**config.mk**
```make
export PLATFORM = sky130hd
export DESIGN_NAME = dual_interval_timer
export DESIGN_NICKNAME = d
export VERILOG_FILES = /design/src/rtl/itimer_pkg.sv /design/src/rtl/edge_qualifier.sv /design/src/rtl/interval_counter.sv /design/src/rtl/dual_interval_timer.sv
export SDC_FILE = /design/constraint.sdc
export NUM_CORES = 1
export LEC_CHECK = 0
export BUFFER_PORTS_ARGS = -buffer_cell sky130_fd_sc_hd__buf_2
export CORE_MARGIN = 10
export CORE_UTILIZATION = 47
export DETAILED_ROUTE_END_ITERATION = 12
export PLACE_DENSITY = 0.75
export SLEW_MARGIN = 20
export SYNTH_ARGS = -nofsm -noshare
export SYNTH_HDL_FRONTEND = slang
export SYNTH_SLANG_ARGS = --single-unit
```
**constraint.sdc**
```tcl
create_clock -name clk -period 1.9 [get_ports clk]
set_input_delay 0.095 -clock clk [delete_from_list [all_inputs] [get_ports clk]]
set_output_delay 0.095 -clock clk [all_outputs]
set_load 0.005 [all_outputs]
```
**src/rtl/itimer_pkg.sv**
```systemverilog
`timescale 1ns/1ps
package itimer_pkg;
  localparam int CTL_START   = 0;
  localparam int CTL_ONESHOT = 1;
  localparam int CTL_FORCE   = 2;
  localparam int CTL_SRC     = 3;

  typedef struct packed {
    logic src;
    logic oneshot;
    logic start;
  } tctl_t;
endpackage

```
**src/rtl/edge_qualifier.sv**
```systemverilog
`timescale 1ns/1ps
module edge_qualifier #(
  parameter int SYNC = 2
) (
  input  logic clk,
  input  logic rst_n,
  input  logic din,
  output logic rise
);
  logic [SYNC:0] stage;

  always_ff @(posedge clk) begin
    if (!rst_n) stage <= '0;
    else        stage <= {stage[SYNC-1:0], din};
  end

  assign rise = stage[SYNC-1] & ~stage[SYNC];
endmodule

```
**src/rtl/interval_counter.sv**
```systemverilog
`timescale 1ns/1ps
module interval_counter
  import itimer_pkg::*;
#(
  parameter int DW = 8,
  localparam int W = 2 * DW
) (
  input  logic          clk,
  input  logic          rst_n,
  input  logic          tick,
  input  logic          lo_we,
  input  logic          hi_we,
  input  logic          ctl_we,
  input  logic [DW-1:0] wdata,
  output logic [W-1:0]  count,
  output logic [W-1:0]  latch,
  output tctl_t         ctl,
  output logic          evt,
  output logic          under,
  output logic          force_ld
);
  function automatic logic [W-1:0] next_count(input logic [W-1:0] cur,
                                                input logic [W-1:0] rl);
    return (cur == '0) ? rl : cur - W'(1);
  endfunction

  logic load_hi;

  assign force_ld = ctl_we & wdata[CTL_FORCE];
  assign under    = ctl.start & tick & (count == '0) & ~force_ld;
  assign load_hi  = hi_we & ~ctl.start;

  always_ff @(posedge clk) begin
    if (!rst_n) begin
      count <= '1;
      latch <= '1;
      ctl   <= '0;
      evt   <= 1'b0;
    end else begin
      evt <= under;
      if (lo_we) latch[DW-1:0] <= wdata;
      if (hi_we) latch[W-1:DW] <= wdata;

      if (force_ld)                count <= latch;
      else if (load_hi)            count <= {wdata, latch[DW-1:0]};
      else if (ctl.start && tick)  count <= next_count(count, latch);

      if (ctl_we) begin
        ctl.start   <= wdata[CTL_START];
        ctl.oneshot <= wdata[CTL_ONESHOT];
        ctl.src     <= wdata[CTL_SRC];
      end else if (under && ctl.oneshot) begin
        ctl.start <= 1'b0;
      end
    end
  end
endmodule

```
**src/rtl/dual_interval_timer.sv**
```systemverilog
`timescale 1ns/1ps
module dual_interval_timer
  import itimer_pkg::*;
#(
  parameter int DW   = 8,
  parameter int SYNC = 2
) (
  input  logic          clk,
  input  logic          rst_n,
  input  logic          wr_en,
  input  logic [2:0]    addr,
  input  logic [DW-1:0] wr_data,
  output logic [DW-1:0] rd_data,
  input  logic          cnt_in,
  output logic          evt_a,
  output logic          evt_b
);
  localparam int W  = 2 * DW;
  localparam int NT = 2;

  logic [W-1:0] cnt_w   [NT];
  logic [W-1:0] latch_w [NT];
  tctl_t        ctl_w   [NT];
  logic [NT-1:0] evt_w, under_w, force_w, tick_w, ctl_we_w;
  logic          ext_edge;

  edge_qualifier #(.SYNC(SYNC)) u_edge (
    .clk(clk), .rst_n(rst_n), .din(cnt_in), .rise(ext_edge)
  );

  // Timer A ticks on cycles or qualified input edges; B on cycles or A events.
  assign tick_w[0] = ctl_w[0].src ? ext_edge : 1'b1;
  assign tick_w[1] = ctl_w[1].src ? evt_w[0] : 1'b1;

  for (genvar t = 0; t < NT; t++) begin : g_tmr
    logic lo_we, hi_we;
    assign lo_we       = wr_en && (addr == 3'(2*t));
    assign hi_we       = wr_en && (addr == 3'(2*t + 1));
    assign ctl_we_w[t] = wr_en && (addr == 3'(4 + t));

    interval_counter #(.DW(DW)) u_cnt (
      .clk(clk), .rst_n(rst_n), .tick(tick_w[t]),
      .lo_we(lo_we), .hi_we(hi_we), .ctl_we(ctl_we_w[t]), .wdata(wr_data),
      .count(cnt_w[t]), .latch(latch_w[t]), .ctl(ctl_w[t]),
      .evt(evt_w[t]), .under(under_w[t]), .force_ld(force_w[t])
    );
  end

  assign evt_a = evt_w[0];
  assign evt_b = evt_w[1];

  always_comb begin
    rd_data = '0;
    case (addr)
      3'd0: rd_data = cnt_w[0][DW-1:0];
      3'd1: rd_data = cnt_w[0][W-1:DW];
      3'd2: rd_data = cnt_w[1][DW-1:0];
      3'd3: rd_data = cnt_w[1][W-1:DW];
      3'd4: rd_data = DW'({ctl_w[0].src, 1'b0, ctl_w[0].oneshot, ctl_w[0].start});
      3'd5: rd_data = DW'({ctl_w[1].src, 1'b0, ctl_w[1].oneshot, ctl_w[1].start});
      default: rd_data = '0;
    endcase
  end

  // Named internal events for the bound checker
  logic [W-1:0] cnt_a, latch_a;
  logic under_a, start_a, oneshot_a, src_b, tick_a, force_a, ctl_we_a;
  assign cnt_a     = cnt_w[0];
  assign latch_a   = latch_w[0];
  assign under_a   = under_w[0];
  assign start_a   = ctl_w[0].start;
  assign oneshot_a = ctl_w[0].oneshot;
  assign src_b     = ctl_w[1].src;
  assign tick_a    = tick_w[0];
  assign force_a   = force_w[0];
  assign ctl_we_a  = ctl_we_w[0];
endmodule

```
Yosys cells after proc, flatten, opt, wreduce, memory -nomap -nowiden. Cells that the tools add are included.

Register bits: 75. Output and inout port bits: 10. Word-level logic and storage cells: 70.

Add/subtract/negate cells: 2. Equal/unequal tests: 5. Muxes and demuxes: 15. Bitwise gates (word level): 16. Reductions and logical operators: 17.

Operators by type and width (count): 16-bit 2-to-1 mux (8); 8-bit case mux with 6 select lines (1); 16-bit logical NOT (2); 16-bit by 1-bit subtractor with 16-bit output, second input constant (2); 1-bit bitwise AND (11); 1-bit logical AND (10); 3-bit by 2-bit equality test with 1-bit output, second input constant (2); 3-bit equality test, second input constant (2); 1-bit 2-to-1 mux (6); 3-bit nonzero test (2); 1-bit inverter (5); 2-bit nonzero test (2); 3-bit by 1-bit equality test with 1-bit output, second input constant (1); 3-bit logical NOT (1).

Longest topological paths before layout. Gate-level depths: netlist (run 1).

Depth in word-level cells: 9. Gate-level depth with buffers: 9.

By module. A second synthesis (run 1) with hierarchy kept.

Cell total of the unflattened synthesis: 538. Area, all modules: 4568.1 um2.

By module, submodules not included: interval_counter (g_tmr[0].u_cnt) (instances 1, cells each 244, area each 2042.0 um2, sequential area each 720.7 um2); interval_counter (g_tmr[1].u_cnt) (instances 1, cells each 244, area each 2020.7 um2, sequential area each 720.7 um2); dual_interval_timer (instances 1, cells each 43, area each 412.9 um2, sequential area each 0.0 um2); edge_qualifier (instances 1, cells each 7, area each 92.6 um2, sequential area each 60.1 um2).

Worst setup path before layout (run 1). No wires, ideal clock.

Path type: flip-flop to flip-flop. Start: reg g_tmr[0].u_cnt.count[0]. End: reg g_tmr[0].u_cnt.count[10]. Library setup time: 0.125 ns. Data arrival time: 1.866 ns. Data required time: 1.775 ns. Path slack: -0.091 ns. Cell stages (with the launch flop): 9. Buffers on the path: 1. Period minus slack after synthesis: 1.991 ns. Cell sequence: dfxtp_1 > clkbuf_1 > inv_1 > ha_1 > or3b_2 > or3_1 > xnor2_1 > o221ai_1 > nand2_1.

Word-level cells in the longest chain between the ends: 5. Elaborated cells on any way between the ends: 6. Those cells by class: 1 x add/sub; 4 x mux; 1 x reduce/logical.

RTL lines: start: declaration (RTL line interval_counter.sv:15) `output logic [W-1:0] count,`; start signal: assignment (RTL line interval_counter.sv:44) `if (force_ld) count <= latch;`; start signal: assignment (RTL line interval_counter.sv:45) `else if (load_hi) count <= {wdata, latch[DW-1:0]};`; start signal: assignment (RTL line interval_counter.sv:46) `else if (ctl.start && tick) count <= next_count(count, latch);`; 16-bit by 1-bit subtractor with 16-bit output / 16-bit logical NOT (equally long branches) (RTL line interval_counter.sv:24) `return (cur == '0) ? rl : cur - W'(1);`; 16-bit 2-to-1 mux (*) (RTL line interval_counter.sv:24); 16-bit 2-to-1 mux (*) (RTL line interval_counter.sv:46); 16-bit 2-to-1 mux (*) (RTL line interval_counter.sv:45); 16-bit 2-to-1 mux (*) (RTL line interval_counter.sv:44).

Every way passes the cells marked *; elsewhere a longest branch is shown, timed or not. The select of a mux whose other input is x is not followed. A chain may end at the register's enable or synchronous reset.

Final worst setup path (run 1).
Start: reg g_tmr[1].u_cnt.count[0]. End: reg g_tmr[1].u_cnt.count[10].

Word-level cells in the longest chain between the ends: 5. Elaborated cells on any way between the ends: 6. Those cells by class: 1 x add/sub; 4 x mux; 1 x reduce/logical.

RTL lines (RTL line): start: declaration (interval_counter.sv:15); start signal: assignment (interval_counter.sv:44); start signal: assignment (interval_counter.sv:45); start signal: assignment (interval_counter.sv:46); 16-bit by 1-bit subtractor with 16-bit output / 16-bit logical NOT (equally long branches) (interval_counter.sv:24); 16-bit 2-to-1 mux (*) (interval_counter.sv:24); 16-bit 2-to-1 mux (*) (interval_counter.sv:46); 16-bit 2-to-1 mux (*) (interval_counter.sv:45); 16-bit 2-to-1 mux (*) (interval_counter.sv:44).

Marks and branches as above.

==> implementation parameters, run 1 <==
Parameter                              Value

Route
  Remaining antenna violation count after routing ... 0
  Iteration-0 DRC Markers ... 382
  Total number of vias ... 4801
  TritonRoute pass-1 iters ... 7
  DRC ... 0
  Detailed-route wire length ... 15.5 mm
  Post-detailed-route via-to-cell ratio ... 6.26
  Wire length per cell ... 20.2 um

Timing
  Slew of the pin with the lowest slew margin ... 0.640 ns
  Share of the clock period used by the worst path ... 0.975
  Hold violation count in the final report ... 0
  Smallest setup slack after layout ... 0.0478 ns
  Fmax ... 540 MHz
  Tmin final ... 1.85 ns
  Fin Clk Skew ... 0.00992 ns
  Number of slew-limit violations in the final report ... 0
  Max-slew headroom at the worst pin ... 0.573
  Final setup TNS ... 0 ns
  Setup violators final ... 0

Final layout
  Proportion of layout cells with a drive suffix above 1 ... 0.285
  Layout Nets ... 652
  Count of antenna diodes in the layout ... 0
  Layout overhead on the synthesized area ... 25.6%
  Final core utilization ... 0.607
  Fillers ... 854

Yosys
  Share of flip-flops with an asynchronous set or reset ... 0
  Cell area after technology mapping ... 4480 sq um
  Mean Syn Cell Area ... 8.17 sq um
  Post-synth EDFFs ... 0
  Number of standard cells after synthesis ... 549
  Post-synthesis cell type count ... 85
  Commonest register cell after synthesis ... sky130_fd_sc_hd__dfxtp_1
  Number of warnings printed during yosys synthesis ... 0
  Total of flip-flops plus latches after synthesis ... 75
  Post-synthesis sequential area ratio ... 0.335
  Synthesized netlist net count ... 568

Place
  Port-buffer cells ... 24
  DPL Wire Length ... 11.4 mm
  Weighted congestion at the end of routability-driven global placement ... 0.988
  Setup Slack @ Placement ... -0.0635 ns

Power
  Total power density per cell area ... 664 nW/um^2
  Switching part of the total ... 0.275
  Total design power ... 3.74 mW
  Proportion of power drawn by flip-flops and latches ... 0.446
  Combinational share of power ... 0.127
  Relative contribution of the clock network to total power ... 0.427
  Power Internal ... 2.71 mW
  Leakage ... 2.48 nW
  Switching component of the power ... 1.03 mW
  Highest ir drop seen on vdd ... 0.474 mV

Run
  Max-capacitance violation count ... 0

Setup path
  Flop2flop setup slack ... 0.05 ns
  Kind of start point of the critical path ... flop
  Logic depth of the worst register-to-register path ... 8
  CP arrival ... 2.15 ns
  Crit path capture type ... flop
  Origin of the worst setup path ... g_tmr[1].u_cnt.count[0]$_SDFFE_PN1P_
  Worst R2R End ... g_tmr[1].u_cnt.count[10]$_SDFFE_PN1P_
  Worst setup path class ... reg2reg
  Worst reg2reg startpoint ... g_tmr[1].u_cnt.count[0]$_SDFFE_PN1P_
  WP data required ... 2.20 ns
  Termination of the worst setup path ... g_tmr[1].u_cnt.count[10]$_SDFFE_PN1P_
  Worst-path maximum fanout ... 4

CTS
  CTS buffer count ... 9
  CTS root buf ... sky130_fd_sc_hd__clkbuf_8
  Clk pin slew, worst setup/hold paths ... 0.09 ns
  Maximum level of the CTS H-tree ... 3
  Clock insertion delay at the later pin of the skew report ... 0.36 ns
  Clock Sinks ... 75
  CTS Buffer Depth ... 2
  Clock tree from TritonCTS ... done

Floorplan
  Core footprint ... 9280 sq um
  Die Width ... 118 um
  Number of primary I/O pins ... 25
  Initial core utilization ... 0.483
  Die ar. ... 13800 sq um
  Die Y ... 118 um
  Row count ... 35

Global route
  Total global routing track utilization ... 0.219
  Via count of the first global-routing pass ... 4627
  Global-route congestion overflow total ... 0
  Antenna violations before repair ... 0
  First-pass GRT wire length ... 24.8 mm
  Pin count of the biggest net entering global routing ... 67

Worst hold path
  Worst hold-check path type ... in2reg
  Worst Min Path Start ... wr_data[5]

Run status
  Result of the run ... completed
[critical path: stages, from the launching register on]
cell and delay, ns:
sky130_fd_sc_hd__dfxtp_2 0.33, sky130_fd_sc_hd__inv_2 0.06, sky130_fd_sc_hd__buf_6 0.11, sky130_fd_sc_hd__ha_4 0.13, sky130_fd_sc_hd__nor3b_4 0.28, sky130_fd_sc_hd__nand4b_1 0.19
sky130_fd_sc_hd__xor2_1 0.19, sky130_fd_sc_hd__a2111o_1 0.42, sky130_fd_sc_hd__nand4_1 0.08
[per-stage QoR]
step                cell area (sq um)  hold WS (ns)  cells
global route                     5630        0.0836    767
CTS                              5490        0.0698    764
floorplan                        4490         0.219    549
detailed placement               5180         0.312    744
finish                           5630        0.0845    767
global placement                 5180         0.303    744
[final cells by class]
type | instances | area, sq um | share of cell area
Multi-Input combinational cell | 420 | 2860 | 0.508
Timing Repair Buffer | 107 | 769 | 0.137
Inverter | 20 | 75.1 | 0.0133
Clock buffer | 9 | 124 | 0.0220
Clock inverter | 7 | 130 | 0.0231
Tap cell | 129 | 161 | 0.0287
Sequential cell | 75 | 1510 | 0.268
[metal layers]
layer,part of all wire,track usage
met2,0.48,0.368
met3,0.080,0.0331
met4,0.045,0.113
met1,0.40,0.263
met5,0,0
[cells in the final DEF, fill, tap and decap left out, drive strengths merged, types with 4 or more instances in the layout]
cell	Yosys	final
buf	13	106
nand2	95	95
dfxtp	75	75
nand3	46	46
nor2	33	33
o21ai	31	31
inv	20	24
nor3	18	18
mux2i	15	15
and2	14	14
o211ai	13	13
nand4	11	11
a32oi	11	11
or3	11	11
nor4	11	11
a21oi	10	10
clkbuf	21	9
o22ai	8	8
mux4	7	7
and3	6	6
xnor2	5	5
o31ai	4	4
a221oi	4	4
nor4b	4	4
ha	4	4
[how the worst min path moves through the flow]
stage                                             to  slack (ns)  cells past startpoint
2_1_floorplan  g_tmr[0].u_cnt.latch[12]$_SDFFE_PN1P_        0.22                      2
3_5_place_dp              u_edge.stage[0]$_SDFF_PN0_        0.31                      2
3_3_place_gp              u_edge.stage[0]$_SDFF_PN0_        0.30                      2
4_1_cts        g_tmr[0].u_cnt.latch[13]$_SDFFE_PN1P_        0.07                      3
5_1_grt        g_tmr[0].u_cnt.latch[13]$_SDFFE_PN1P_        0.08                      3
6_report       g_tmr[1].u_cnt.latch[13]$_SDFFE_PN1P_        0.08                      3
[cells in the mapped netlist (2+ instances only)]
cell type                  number  area (sq um)
sky130_fd_sc_hd__nand2b_1       2          12.5
sky130_fd_sc_hd__mux4_2         6           135
sky130_fd_sc_hd__a32oi_1       11          96.3
sky130_fd_sc_hd__nor4b_2        2          30.0
sky130_fd_sc_hd__nand3b_1       2          15.0
sky130_fd_sc_hd__nor4_4         2          42.5
sky130_fd_sc_hd__nand4b_1       3          26.3
sky130_fd_sc_hd__nor3_1        16          80.1
sky130_fd_sc_hd__xnor2_1        5          43.8
sky130_fd_sc_hd__nor3_2         2          20.0
sky130_fd_sc_hd__nand2_1       95           357
sky130_fd_sc_hd__clkbuf_1      20          75.1
sky130_fd_sc_hd__o21ai_1       12          60.1
sky130_fd_sc_hd__nor3b_1        2          15.0
sky130_fd_sc_hd__and2_1        13          81.3
sky130_fd_sc_hd__buf_4          4          30.0
sky130_fd_sc_hd__inv_1         19          71.3
sky130_fd_sc_hd__o211ai_1      13          97.6
sky130_fd_sc_hd__or3_1         10          62.6
sky130_fd_sc_hd__nor4_2         3          37.5
sky130_fd_sc_hd__nor2_2         5          31.3
sky130_fd_sc_hd__nor4b_1        2          17.5
sky130_fd_sc_hd__o22ai_1        8          50.1
sky130_fd_sc_hd__a31oi_1        2          12.5
sky130_fd_sc_hd__nand4_1       11          68.8
sky130_fd_sc_hd__xor2_1         3          26.3
sky130_fd_sc_hd__a221oi_1       3          26.3
sky130_fd_sc_hd__ha_1           4          50.1
sky130_fd_sc_hd__a311oi_1       2          17.5
sky130_fd_sc_hd__o21ai_0       19          95.1
sky130_fd_sc_hd__o31ai_1        4          30.0
sky130_fd_sc_hd__a211o_1        2          17.5
sky130_fd_sc_hd__mux2i_1       15           150
sky130_fd_sc_hd__nor4_1         6          37.5
sky130_fd_sc_hd__a21oi_1        9          45.0
sky130_fd_sc_hd__and3_1         6          37.5
sky130_fd_sc_hd__o221ai_1       3          26.3
sky130_fd_sc_hd__buf_2          8          40.0
sky130_fd_sc_hd__nor2_1        28           105
sky130_fd_sc_hd__nand3_1       46           230
sky130_fd_sc_hd__a21o_1         3          22.5
sky130_fd_sc_hd__dfxtp_1       75          1500
[state kept, by name (all words and copies together), names as in the netlist]
register and count:
g_tmr.u_cnt.ctl 6, g_tmr.u_cnt.evt 2, g_tmr.u_cnt.count 32, g_tmr.u_cnt.latch 32, u_edge.stage 3
[power by group through the flow]
stage               sequential (mW)  clock (mW)  combinational, mW
floorplan                      1.69           0              0.269
global placement               1.70           0              0.444
detailed placement             1.70           0              0.451
CTS                            1.67        1.61              0.455
global route                   1.68        1.67              0.512
finish                         1.67        1.60              0.475
[repair_timing]
action,4_1_cts,5_1_grt
hold endpoints to repair,1,0
hold buffers,1,0
endpoints found under the setup margin,9,32
gates resized for setup,3,35
pin swaps,5,11
buffers inserted,3,3
[logic make-up after synthesis]
kind of cell,count (synthesis),synth area share
and+or+nand+nor,274,0.330
AOI/OAI and AO/OA,112,0.184
DFF,75,0.335
adders and majority gates,4,0.0112
xor gates and xnor gates,8,0.0156
buffers and inverters,54,0.0547
muxes,22,0.0695
No activity file was read; power rests on OpenSTA's default activity.
==> run 2, diff against run 1 <==
--- a/config.mk
+++ b/config.mk
@@ -5,6 +5,7 @@
 export SDC_FILE = /design/constraint.sdc
 export NUM_CORES = 1
 export LEC_CHECK = 0
+export ABC_AREA = 1
 export BUFFER_PORTS_ARGS = -buffer_cell sky130_fd_sc_hd__buf_2
 export CORE_MARGIN = 10
 export CORE_UTILIZATION = 47
==> constraint.sdc (replaced) <==
create_clock -name clk -period 1.9 [get_ports clk]
set_input_delay 0.095 -clock clk [delete_from_list [all_inputs] [get_ports clk]]
set_output_delay 0.095 -clock clk [all_outputs]
set_load 0.05 [all_outputs]
==> implementation parameters, run 2 <==
Parameter                              Value

Route
  DRC ... 0 (unchanged)
  Sum of routed wire segments on met1 ... 6.85 mm (was 6.14 mm)
  Highest signal layer in the routed design ... met4 (unchanged)
  TritonRoute pass-1 iters ... 6 (was 7)
  Wire length per cell ... 14.9 um (was 20.2 um)
  Length of routed met3 wiring ... 1.44 mm (was 1.24 mm)
  Total number of vias ... 4965 (was 4801)
  Post-detailed-route via-to-cell ratio ... 5.19 (was 6.26)
  Metal2 WL ... 5.85 mm (was 7.43 mm)
  Detailed-route wire length ... 14.3 mm (was 15.5 mm)
  Remaining antenna violation count after routing ... 0 (unchanged)
  Iteration-0 DRC Markers ... 597 (was 382)

Timing
  Slew of the pin with the lowest slew margin ... 0.454 ns (was 0.640 ns)
  Unrepaired setup endpoints after global routing ... no
  Share of the clock period used by the worst path ... 0.944 (was 0.975)
  Fmax ... 558 MHz (was 540 MHz)
  Max-slew headroom at the worst pin ... 0.697 (was 0.573)
  Fin Clk Skew ... 0.0145 ns (was 0.00992 ns)
  Hold violation count in the final report ... 0 (unchanged)
  Setup violators final ... 0 (unchanged)
  Tmin final ... 1.79 ns (was 1.85 ns)
  Number of slew-limit violations in the final report ... 0 (unchanged)
  Final setup TNS ... 0 ns (unchanged)

CTS
  CTS Buffer Depth ... 2 (unchanged)
  Clock tree from TritonCTS ... done (unchanged)
  CTS root buf ... sky130_fd_sc_hd__clkbuf_8 (unchanged)
  CTS buffer count ... 9 (unchanged)
  Maximum level of the CTS H-tree ... 3 (unchanged)
  Clock Sinks ... 75 (unchanged)
  Clock insertion delay at the later pin of the skew report ... 0.37 ns (was 0.36 ns)
  Clk pin slew, worst setup/hold paths ... 0.07 ns (was 0.09 ns)

Yosys
  Number of standard cells after synthesis ... 779 (was 549)
  Post-synth EDFFs ... 0 (unchanged)
  Most common library cells after synthesis ... sky130_fd_sc_hd__nand2_1 (244), sky130_fd_sc_hd__inv_1 (134), sky130_fd_sc_hd__dfxtp_1 (75) (was sky130_fd_sc_hd__nand2_1 (95), sky130_fd_sc_hd__dfxtp_1 (75), sky130_fd_sc_hd__nand3_1 (46))
  Total of flip-flops plus latches after synthesis ... 75 (unchanged)
  Mean Syn Cell Area ... 6.12 sq um (was 8.17 sq um)
  Yosys top cell area share ... 0.315 (was 0.335)
  Dominant cell by count in the synthesized netlist ... sky130_fd_sc_hd__nand2_1 (unchanged)
  Cell area after technology mapping ... 4770 sq um (was 4480 sq um)
  Biggest area contributors in the synthesized netlist ... sky130_fd_sc_hd__dfxtp_1 (31%), sky130_fd_sc_hd__nand2_1 (19%), sky130_fd_sc_hd__inv_1 (11%) (was sky130_fd_sc_hd__dfxtp_1 (33%), sky130_fd_sc_hd__nand2_1 (8.0%), sky130_fd_sc_hd__nand3_1 (5.1%))
  Number of warnings printed during yosys synthesis ... 0 (unchanged)
  Synthesized netlist net count ... 798 (was 568)
  Share of flip-flops with an asynchronous set or reset ... 0 (unchanged)
  Commonest register cell after synthesis ... sky130_fd_sc_hd__dfxtp_1 (unchanged)
  Post-synthesis cell type count ... 33 (was 85)
  Cell type with the highest aggregate area in the netlist ... sky130_fd_sc_hd__dfxtp_1 (unchanged)
  Post-synthesis sequential area ratio ... 0.315 (was 0.335)

Global route
  Global-route congestion overflow total ... 0 (unchanged)
  Total global routing track utilization ... 0.195 (was 0.219)
  First-pass GRT wire length ... 22.7 mm (was 24.8 mm)
  Via count of the first global-routing pass ... 4249 (was 4627)
  Pin count of the biggest net entering global routing ... 30 (was 67)
  Antenna violations before repair ... 0 (unchanged)

Power
  Total design power ... 3.45 mW (was 3.74 mW)
  Highest ir drop seen on vdd ... 0.289 mV (was 0.474 mV)
  Total power density per cell area ... 646 nW/um^2 (was 664 nW/um^2)
  Leakage ... 2.86 nW (was 2.48 nW)

Place
  Weighted congestion at the end of routability-driven global placement ... 0.968 (was 0.988)
  DPL Wire Length ... 10.8 mm (was 11.4 mm)
  Port-buffer cells ... 24 (unchanged)

Setup path
  CP top delay family ... simple AND/OR/NAND/NOR gates (unchanged)
  Critical path's most frequent cell ... sky130_fd_sc_hd__nand2_1
  CP arrival ... 2.06 ns (was 2.15 ns)
  Series of cell instances along the critical path ... inv_1, ha_1, nand3_1, nor2_2, nand2_1, inv_2, nor2_4, buf_4, nand2_1, nand3_1, nand2_1 (was inv_2, buf_6, ha_4, nor3b_4, nand4b_1, xor2_1, a2111o_1, nand4_1)
  Worst-path maximum fanout ... 8 (was 4)
  Kind of start point of the critical path ... flop (unchanged)
  Worst setup path class ... reg2reg (unchanged)
  Crit path buf inv count ... 3 (was 2)
  Crit path capture type ... flop (unchanged)
  Delay of the slowest critical-path stage ... 0.39 ns (was 0.42 ns)
  Worst-path cell with the longest stage delay ... sky130_fd_sc_hd__dfxtp_1 (was sky130_fd_sc_hd__a2111o_1)
  WP data required ... 2.17 ns (was 2.20 ns)

Floorplan
  Core footprint ... 9820 sq um (was 9280 sq um)
  Die Y ... 121 um (was 118 um)
  Number of primary I/O pins ... 25 (unchanged)
  Die ar. ... 14600 sq um (was 13800 sq um)
  Initial core utilization ... 0.485 (was 0.483)
  Row count ... 36 (was 35)
  Die Width ... 121 um (was 118 um)

Final layout
  Regs by FF count ... g_tmr.u_cnt.count x32, g_tmr.u_cnt.latch x32, g_tmr.u_cnt.ctl x6 (unchanged)
  Fillers ... 1046 (was 854)
  Proportion of layout cells with a drive suffix above 1 ... 0.104 (was 0.285)
  Most frequent standard cell in the layout excluding fill and tap cells ... sky130_fd_sc_hd__nand2_1 (unchanged)
  Count of antenna diodes in the layout ... 0 (unchanged)
  Layout Nets ... 842 (was 652)
  Layout overhead on the synthesized area ... 11.9% (was 25.6%)
  Leading cell types in the layout, fill and taps excluded ... sky130_fd_sc_hd__nand2_1 (244), sky130_fd_sc_hd__inv_1 (133), sky130_fd_sc_hd__dfxtp_1 (75) (was sky130_fd_sc_hd__nand2_1 (94), sky130_fd_sc_hd__buf_4 (78), sky130_fd_sc_hd__dfxtp_1 (69))

Run status
  Result of the run ... completed (unchanged)

Worst hold path
  Worst hold-check path type ... in2reg (unchanged)

Run
  Max-capacitance violation count ... 0 (unchanged)
[run 2: changes by cell type in the layout (fill, tap and decap cells not counted), sizes merged, moves of 14 or more]
cell,delta
nor3,-17
inv,+117
nand3,+24
o211ai,+14
nor2,+30
o21ai,+22
nand2,+154
a21oi,+30
and2,-14
mux2i,-15
buf,-54
[run 2: worst paths after layout]
path | from | end | slack, ns | cells after the start
setup reg to reg | g_tmr[0].u_cnt.count[0]$_SDFFE_PN1P_ | g_tmr[0].u_cnt.count[3]$_SDFFE_PN1P_ | 0.11 | 11
hold / removal | wr_data[4] | g_tmr[0].u_cnt.latch[4]$_SDFFE_PN1P_ | 0.05 | 3
setup / recovery | g_tmr[0].u_cnt.count[0]$_SDFFE_PN1P_ | g_tmr[0].u_cnt.count[3]$_SDFFE_PN1P_ | 0.11 | 11
hold reg to reg | u_edge.stage[0]$_SDFF_PN0_ | u_edge.stage[1]$_SDFF_PN0_ | 0.41 | 2
[run 2: area by class of cell]
type	instances	area, sq um	share of cell area
clock buffer	11	131	0.0246
clock inverter	1	5.00	0.000938
inverter	142	533	0.0999
multi-input combinational	542	2630	0.493
sequential	75	1500	0.281
tap	133	166	0.0312
timing repair buffer	53	365	0.0685
[run 2: what timing repair did]
action | 4_1_cts | 5_1_grt
endpoints found under the hold margin | 1 | 0
hold buffers | 1 | 0
resized for setup | 0 | 3
setup endpoints to repair | 0 | 17
setup buffers | 0 | 2
[run 2: worst register-to-register path: cells and delay by family (launching register included)]
kind | cells | cell delay, ns
fa+ha+maj | 1 | 0.24
flops | 1 | 0.39
simple gates | 7 | 0.69
buf+inv | 3 | 0.38
[run 2: logic make-up after synthesis]
| kind of cell | after synthesis | share of synthesized area |
|---|---|---|
| and+or+nand+nor | 394 | 0.358 |
| DFF | 75 | 0.315 |
| adders and majority gates | 4 | 0.0105 |
| buffers and inverters | 162 | 0.136 |
| xor gates and xnor gates | 10 | 0.0184 |
| AOI/OAI and AO/OA | 134 | 0.163 |
[run 2: power by group]
| group | switching, mW | internal, mW |
|---|---|---|
| Sequential | 0.0711 | 1.66 |
| Combinational | 0.473 | 0.222 |
| Clock | 0.580 | 0.444 |
| Total | 1.12 | 2.32 |
[run 2: layer usage]
metal  up-vias  track usage
met1      2167        0.286
li1       2559            -
met3        18       0.0475
met2       221        0.271
met5         -            0
met4         0       0.0573
[run 2: through the flow]
step           worst slack [ns]   util  hold slack, ns  instance area (sq um)  cells
6_report                  0.107  0.543          0.0540                   5330    957
3_3_place_gp              0.104  0.525           0.277                   5160    942
2_1_floorplan             0.356      -           0.193                   4770    779
5_1_grt                  0.0152  0.543          0.0575                   5330    957
4_1_cts                  0.0524  0.540          0.0496                   5310    955
3_5_place_dp             0.0643  0.525           0.284                   5160    942
==> run 3, diff against run 2 <==
--- a/config.mk
+++ b/config.mk
@@ -5,11 +5,11 @@
 export SDC_FILE = /design/constraint.sdc
 export NUM_CORES = 1
 export LEC_CHECK = 0
-export ABC_AREA = 1
 export BUFFER_PORTS_ARGS = -buffer_cell sky130_fd_sc_hd__buf_2
 export CORE_MARGIN = 10
 export CORE_UTILIZATION = 47
 export DETAILED_ROUTE_END_ITERATION = 12
+export MAX_ROUTING_LAYER = met4
 export PLACE_DENSITY = 0.75
 export SLEW_MARGIN = 20
 export SYNTH_ARGS = -nofsm -noshare
==> implementation parameters, run 3 (same netlist as run 1, synthesis figures left out) <==
Parameter                              Value

Worst hold path
  Number of cells traversed by the worst hold path ... 3 (unchanged)
  Worst hold-check path type ... in2reg (unchanged)

Timing
  Final setup TNS ... 0 ns (unchanged)
  Number of slew-limit violations in the final report ... 0 (unchanged)
  Unrepaired setup endpoints after global routing ... yes (was no)
  Max-slew headroom at the worst pin ... 0.589 (was 0.697)
  Share of the clock period used by the worst path ... 0.988 (was 0.944)
  Hold violation count in the final report ... 0 (unchanged)
  Slew of the pin with the lowest slew margin ... 0.616 ns (was 0.454 ns)
  Worst hold margin ... 0.0915 ns (was 0.0540 ns)
  Setup violators final ... 0 (unchanged)
  Tmin final ... 1.88 ns (was 1.79 ns)
  Fin Clk Skew ... 0.00793 ns (was 0.0145 ns)
  Fmax ... 533 MHz (was 558 MHz)

Route
  Iteration-0 DRC Markers ... 410 (was 597)
  Remaining antenna violation count after routing ... 0 (unchanged)
  DRC ... 0 (unchanged)
  Detailed-route wire length ... 15.6 mm (was 14.3 mm)
  TritonRoute pass-1 iters ... 5 (was 6)
  Total number of vias ... 4727 (was 4965)
  Post-detailed-route via-to-cell ratio ... 6.21 (was 5.19)
  Wire length per cell ... 20.5 um (was 14.9 um)

CTS
  Clock tree from TritonCTS ... done (unchanged)
  CTS Buffer Depth ... 2 (unchanged)
  Clk pin slew, worst setup/hold paths ... 0.09 ns (was 0.07 ns)
  Clock Sinks ... 75 (unchanged)
  Maximum level of the CTS H-tree ... 3 (unchanged)
  CTS buffer count ... 9 (unchanged)
  CTS root buf ... sky130_fd_sc_hd__clkbuf_8 (unchanged)
  Clock insertion delay at the later pin of the skew report ... 0.36 ns (was 0.37 ns)

Final layout
  Proportion of layout cells with a drive suffix above 1 ... 0.256 (was 0.104)
  Layout overhead on the synthesized area ... 22.5% (was 11.9%)
  Regs by FF count ... g_tmr.u_cnt.count x32, g_tmr.u_cnt.latch x32, g_tmr.u_cnt.ctl x6 (unchanged)
  Final core utilization ... 0.592 (was 0.543)
  Leading cell types in the layout, fill and taps excluded ... sky130_fd_sc_hd__nand2_1 (94), sky130_fd_sc_hd__buf_4 (75), sky130_fd_sc_hd__dfxtp_1 (74) (was sky130_fd_sc_hd__nand2_1 (244), sky130_fd_sc_hd__inv_1 (133), sky130_fd_sc_hd__dfxtp_1 (75))
  Layout Nets ... 646 (was 842)
  Fillers ... 887 (was 1046)
  Most frequent standard cell in the layout excluding fill and tap cells ... sky130_fd_sc_hd__nand2_1 (unchanged)
  Count of antenna diodes in the layout ... 0 (unchanged)

Run status
  Result of the run ... completed (unchanged)

Setup path
  Worst setup path class ... reg2out (was reg2reg)
  CP arrival ... 1.78 ns (was 2.06 ns)
  Kind of start point of the critical path ... flop (unchanged)
  Crit path capture type ... output pin (was flop)
  WP data required ... 1.80 ns (was 2.17 ns)
  Worst-path maximum fanout ... 4 (was 8)
  Logic depth of the worst register-to-register path ... 7 (was 11)

Power
  Proportion of power drawn by flip-flops and latches ... 0.477 (was 0.501)
  Highest ir drop seen on vdd ... 0.374 mV (was 0.289 mV)
  Combinational share of power ... 0.145 (was 0.202)
  Switching part of the total ... 0.304 (was 0.326)
  Switching component of the power ... 1.06 mW (was 1.12 mW)
  Power Internal ... 2.44 mW (was 2.32 mW)
  Total power density per cell area ... 637 nW/um^2 (was 646 nW/um^2)
  Total design power ... 3.50 mW (was 3.45 mW)
  Relative contribution of the clock network to total power ... 0.378 (was 0.297)
  Leakage ... 2.43 nW (was 2.86 nW)

Global route
  Antenna violations before repair ... 0 (unchanged)
  Via count of the first global-routing pass ... 4684 (was 4249)
  First-pass GRT wire length ... 24.7 mm (was 22.7 mm)
  Total global routing track utilization ... 0.225 (was 0.195)
  Pin count of the biggest net entering global routing ... 67 (was 30)
  Global-route congestion overflow total ... 0 (unchanged)

Place
  Port-buffer cells ... 24 (unchanged)
  DPL Wire Length ... 11.6 mm (was 10.8 mm)
  Weighted congestion at the end of routability-driven global placement ... 0.974 (was 0.968)

Run
  Max-capacitance violation count ... 0 (unchanged)

Floorplan
  Core footprint ... 9280 sq um (was 9820 sq um)
  Row count ... 35 (was 36)
  Initial core utilization ... 0.483 (was 0.485)
  Die ar. ... 13800 sq um (was 14600 sq um)
  Die Y ... 118 um (was 121 um)
  Number of primary I/O pins ... 25 (unchanged)
  Die Width ... 118 um (was 121 um)
[run 3: layout make-up]
class | instances | area, sq um | area share
clock buffer | 9 | 124 | 0.0226
sequential | 75 | 1500 | 0.274
clock inverter | 7 | 81.3 | 0.0148
timing repair buffer | 101 | 728 | 0.133
inverter | 20 | 75.1 | 0.0137
tap | 129 | 161 | 0.0294
multi-input combinational | 420 | 2820 | 0.513
[run 3: worst max-delay path: stages, from the launching register on]
cell and delay [ns]:
sky130_fd_sc_hd__dfxtp_1 0.38, sky130_fd_sc_hd__buf_4 0.18, sky130_fd_sc_hd__mux4_2 0.50, sky130_fd_sc_hd__inv_1 0.07
sky130_fd_sc_hd__o22ai_1 0.07, sky130_fd_sc_hd__buf_2 0.22
[run 3: path summary, 6_finish.rpt]
check                                        start                                    to  slack (ns)
min reg2reg             u_edge.stage[0]$_SDFF_PN0_            u_edge.stage[1]$_SDFF_PN0_        0.45
min                                     wr_data[3]  g_tmr[0].u_cnt.latch[3]$_SDFFE_PN1P_        0.09
max           g_tmr[0].u_cnt.count[3]$_SDFFE_PN1P_                            rd_data[3]        0.02
max reg2reg  g_tmr[0].u_cnt.count[10]$_SDFFE_PN1P_  g_tmr[0].u_cnt.count[7]$_SDFFE_PN1P_        0.04
[run 3: through the flow]
| step | cells | setup slack, ns | cell area [sq um] |
|---|---|---|---|
| 2_1_floorplan | 549 | 0.0141 | 4490 |
| 3_3_place_gp | 741 | -0.00119 | 5170 |
| 3_5_place_dp | 741 | -0.0769 | 5170 |
| 4_1_cts | 758 | 0.0164 | 5400 |
| 5_1_grt | 761 | -0.0154 | 5490 |
| 6_report | 761 | 0.0223 | 5490 |
[run 3: timing repair]
action                                  CTS  global route
pin swaps                                 0             3
buffers inserted                          0             3
endpoints found under the setup margin    3            21
endpoints found under the hold margin     1             0
hold buffers                              1             0
gates resized for setup                   3            15
[run 3: power groups by stage]
| stage | clock network (mW) | registers (mW) | logic [mW] |
|---|---|---|---|
| floorplan | 0 | 1.69 | 0.314 |
| global placement | 0 | 1.70 | 0.486 |
| detailed placement | 0 | 1.71 | 0.493 |
| CTS | 1.34 | 1.67 | 0.496 |
| global route | 1.41 | 1.68 | 0.546 |
| finish | 1.32 | 1.67 | 0.506 |
[run 3: per-layer routing]
layer | global-route usage | part of all wire | up-vias
met2 | 0.376 | 0.49 | 220
li1 | - | - | 2193
met4 | 0.109 | 0.038 | 0
met1 | 0.256 | 0.41 | 2269
met5 | - | 0 | -
met3 | 0.0360 | 0.059 | 45
